**src/rtl/page_write_buffer.sv**
```systemverilog
module page_write_buffer #(
  parameter int ADDR_W     = 8,
  parameter int PAGE_BYTES = 16,
  parameter int WR_CYCLES  = 50000
) (
  input  logic              clk,
  input  logic              rst_n,
  input  logic              byte_vld,
  input  logic [ADDR_W-1:0] word_addr,
  input  logic [7:0]        byte_data,
  input  logic              stop_evt,
  input  logic              wp,
  input  logic              dev_sel,
  output logic              dev_ack,
  output logic              busy,
  output logic [ADDR_W-1:0] cur_addr,
  input  logic [ADDR_W-1:0] rd_addr,
  output logic [7:0]        rd_data
);
  localparam int OFF   = $clog2(PAGE_BYTES);
  localparam int DEPTH = 1 << ADDR_W;
  localparam int CNT_W = $clog2(WR_CYCLES + 1);

  logic [7:0]            mem  [DEPTH];
  logic [7:0]            pbuf [PAGE_BYTES];
  logic [PAGE_BYTES-1:0] mask;
  logic [ADDR_W-OFF-1:0] page;
  logic [OFF-1:0]        ptr;
  logic [CNT_W-1:0]      cnt;

  logic           take, first, stop_ok, commit;
  logic [OFF-1:0] slot;

  assign busy     = cnt != '0;
  assign take     = byte_vld & ~busy;
  assign first    = take & ~|mask;
  assign slot     = first ? word_addr[OFF-1:0] : ptr;
  assign stop_ok  = stop_evt & ~busy;
  assign commit   = stop_ok & |mask & ~wp;
  assign dev_ack  = dev_sel & ~busy;
  assign cur_addr = {page, ptr};
  assign rd_data  = mem[rd_addr];

  always_ff @(posedge clk or negedge rst_n) begin
    if (!rst_n) begin
      mask <= '0;
      page <= '0;
      ptr  <= '0;
      cnt  <= '0;
      for (int i = 0; i < PAGE_BYTES; i++) pbuf[i] <= '0;
    end else begin
      if (busy) cnt <= cnt - 1'b1;
      if (take) begin
        pbuf[slot] <= byte_data;
        mask[slot] <= 1'b1;
        ptr        <= slot + 1'b1;
        if (first) page <= word_addr[ADDR_W-1:OFF];
      end
      if (stop_ok) mask <= '0;
      if (commit) cnt <= CNT_W'(WR_CYCLES);
    end
  end

  always_ff @(posedge clk or negedge rst_n) begin
    if (!rst_n) begin
      for (int a = 0; a < DEPTH; a++) mem[a] <= '0;
    end else if (commit) begin
      for (int i = 0; i < PAGE_BYTES; i++)
        if (mask[i]) mem[{page, OFF'(i)}] <= pbuf[i];
    end
  end
endmodule

```
**config.mk**
```make
export PLATFORM = sky130hd
export DESIGN_NAME = page_write_buffer
export DESIGN_NICKNAME = d
export VERILOG_FILES = /design/src/rtl/page_write_buffer.sv
export SDC_FILE = /design/constraint.sdc
export NUM_CORES = 2
export LEC_CHECK = 0
export BUFFER_PORTS_ARGS = -buffer_cell sky130_fd_sc_hd__buf_2
export CORE_UTILIZATION = 50
export CTS_BUF_LIST = sky130_fd_sc_hd__clkbuf_4
export CTS_CLUSTER_DIAMETER = 100
export DETAILED_ROUTE_END_ITERATION = 12
export HOLD_SLACK_MARGIN = 0.08
export PLACE_DENSITY = 0.64
export SLEW_MARGIN = 20
export SYNTH_ARGS = -nofsm -noshare
export SYNTH_HDL_FRONTEND = slang
export SYNTH_SLANG_ARGS = --single-unit
```
**constraint.sdc**
```tcl
create_clock -name clk -period 5.7 [get_ports clk]
set_input_delay 0.57 -clock clk [delete_from_list [all_inputs] [get_ports clk]]
set_output_delay 0.57 -clock clk [all_outputs]
set_load 0.05 [all_outputs]
```
==> impl_metrics.env <==
export IMPL_status="finished, final reports clean"
export IMPL_drtIter0Drc=6276
export IMPL_period_share=0.953
export IMPL_drt_total_wl_mm=370
export IMPL_place_ws_ns=0.658
export IMPL_fmax_ghz=0.184
export IMPL_drive_gt1_frac=0.558
export IMPL_cp_end_kind="output pin"
export IMPL_synth_area_um2=104000
export IMPL_grt_pass1_wl_mm=522
export IMPL_clk_path_buf_depth=4
export IMPL_fillCellCount=16500
export IMPL_place_congestion=1.09
export IMPL_cp_max_fo=2
export IMPL_vias=65100
export IMPL_grt_usage=0.356
export IMPL_dieArea_um2=210000
export IMPL_synth_seq_cells=2216
export IMPL_clk_pin_slew_ns=0.07
export IMPL_grt_ovfl_total=0
export IMPL_critPathKind="flip-flop to output pin"
export IMPL_ys_types=65
export IMPL_synthFlopType="dfrtp_1"
export IMPL_maxCapViolCount=0
export IMPL_drc=0
export IMPL_rows=166
export IMPL_fin_crit_ns=5.43
export IMPL_cts_sinks=2216
export IMPL_synth_area_per_cell_um2=16.3
export IMPL_fin_skew_ns=0.134
export IMPL_ant_nets=0
export IMPL_start_util=0.506
export IMPL_relSlewSlack=0.108
export IMPL_grt_max_degree=151
export IMPL_syn_nets=6423
export IMPL_yosysWarnings=0
export IMPL_cts_buffers=610
export IMPL_synth_largest_area_cell="dfrtp_1"
export IMPL_cp_start_kind="flip-flop"
export IMPL_finalNetCount=7002
export IMPL_synth_edf_count=0
export IMPL_io_buffers=47
export IMPL_slew_viol_final=0
export IMPL_synthArstFlopShare=1.00
export IMPL_synth_area_leaders="dfrtp_1, mux2_2, mux2_4"
export IMPL_root_buffer="clkbuf_4"
export IMPL_syn_inst=6387
export IMPL_layout_setup_ws_ns=0.268
export IMPL_cp_required_ns=5.13
export IMPL_hold_viol=0
export IMPL_hold_class="primary input to flip-flop"
export IMPL_die_h_um=458
export IMPL_fp_dieW_um=458
export IMPL_detail_route_vias_per_cell=6.44
export IMPL_arrival_ns=4.86
export IMPL_clk_latency_ns=1.47
export IMPL_leakage_uw=0.0581
export IMPL_whs_ns=0.207
export IMPL_coreArea_um2=205000
export IMPL_rsz0062_at_grt="no"
export IMPL_dp_hpwl_mm=240
export IMPL_setup_viol=0
export IMPL_yosysTopAreaCellShare=0.534
export IMPL_yosysSeqAreaShare=0.534
export IMPL_ir_worst_vdd_mv=0.241
export IMPL_num_io_pins=48
export IMPL_worst_slew_pin_slew_ns=1.34
export IMPL_timing_setup_tns_ns=0
export IMPL_final_common_cell="dfrtp_1"
export IMPL_cts_htree_levels=6
export IMPL_avgRoutedWirePerCell_um=36.6
export IMPL_most_common_layout_cells="dfrtp_1, mux2_2, clkbuf_4"
export IMPL_powerDensity_nw_per_um2=271
export IMPL_cts_tree="done"
export IMPL_grt_antenna_before_repair=43
export IMPL_grt_pass1_vias=67800
export IMPL_utilization=0.567
export IMPL_syn_to_final_growth_pct=12.1
export IMPL_dr_pass1_iters=6
-- registers in the layout, summed over array words and instances, names as in the netlist --
signal  flops
cnt        16
mask       16
mem      2048
page        4
pbuf      128
ptr         4
-- routing by layer --
layer	wire (um)	part of all wire	GRT usage
met1	152000	0.41	0.490
met2	159000	0.43	0.502
met3	36200	0.098	0.107
met4	22000	0.060	0.198
met5	30	0.000081	0
-- cell families after synthesis --
group	after synthesis	share of synthesized area
adders and majority gates	6	0.000723
DFF	2216	0.534
AOI/OAI and AO/OA	465	0.0309
muxes	2758	0.374
buffers and inverters	416	0.0196
xor gates and xnor gates	10	0.000843
and+or+nand+nor	516	0.0395
-- critical path, stage by stage (launching register included) --
cell,delay (ns)
dfrtp_1,0.40
mux4_2,0.51
a22oi_1,0.71
a21oi_1,0.14
nor4_1,0.95
nor4_1,0.31
buf_4,0.24
buf_12,0.14
-- worst paths after layout --
kind,from,endpoint,slack (ns),depth (start not counted)
setup / recovery,mem[748],rd_data[4],0.27,7
hold / removal,word_addr[2],ptr[2],0.21,6
setup reg to reg,mask[2],pbuf[8],1.18,9
hold reg to reg,cnt[7],cnt[7],0.48,1
max in group asynchronous,rst_n,mem[1975],4.16,5
min in group asynchronous,rst_n,mem[1352],0.53,4
-- repair_timing --
| item | CTS | global route |
|---|---|---|
| setup buffers | 0 | 0 |
| hold buffers | 37 | 0 |
| endpoints found under the hold margin | 1493 | 0 |
| resized for setup | 0 | 0 |
-- synth_stat cells (7+ instances only) --
library cell	n
a211oi_1	10
a21oi_1	116
a221oi_1	18
a22o_1	14
a22oi_1	166
a31oi_1	13
and2_1	8
and2_4	10
and3_1	23
buf_1	18
buf_12	10
buf_2	68
buf_4	19
buf_6	21
clkbuf_1	271
dfrtp_1	2216
inv_1	8
mux2_2	1389
mux2_4	800
mux2i_1	126
mux4_2	443
nand2_1	167
nand2_2	34
nand2_8	100
nand2b_1	15
nand3_1	7
nor2_1	54
nor2b_1	7
nor3_1	28
nor4_1	31
o211ai_1	7
o21a_1	18
o21ai_0	28
o221ai_1	36
o22ai_1	17
-- cell type report --
| type | count | area, um2 | area share |
|---|---|---|---|
| clock inverters | 117 | 583 | 0.00501 |
| well taps | 2688 | 3360 | 0.0289 |
| diodes | 28 | 70.1 | 0.000602 |
| repair buffers | 374 | 3460 | 0.0298 |
| inverters | 9 | 33.8 | 0.000290 |
| multi-input cells | 3755 | 46500 | 0.400 |
| flip-flops and latches | 2216 | 55500 | 0.476 |
| clock buffers | 918 | 6890 | 0.0592 |
-- metrics by stage --
stage | power (uW) | cells | cell area (um2)
after floorplan | 16700 | 6387 | 104000
after global placement | 17500 | 9003 | 108000
after detailed placement | 17500 | 9005 | 108000
after CTS | 31800 | 10100 | 116000
after global routing | 32800 | 10100 | 116000
final | 31600 | 10100 | 116000
-- where the power goes --
group	leakage (uW)	total [uW]	switching, uW	internal, uW
sequential	0.0309	15800	63.1	15800
clock	0.00453	14400	6870	7520
combinational	0.0226	1380	991	390
total	0.0581	31600	7920	23700
No activity file was read; power rests on OpenSTA's default activity.
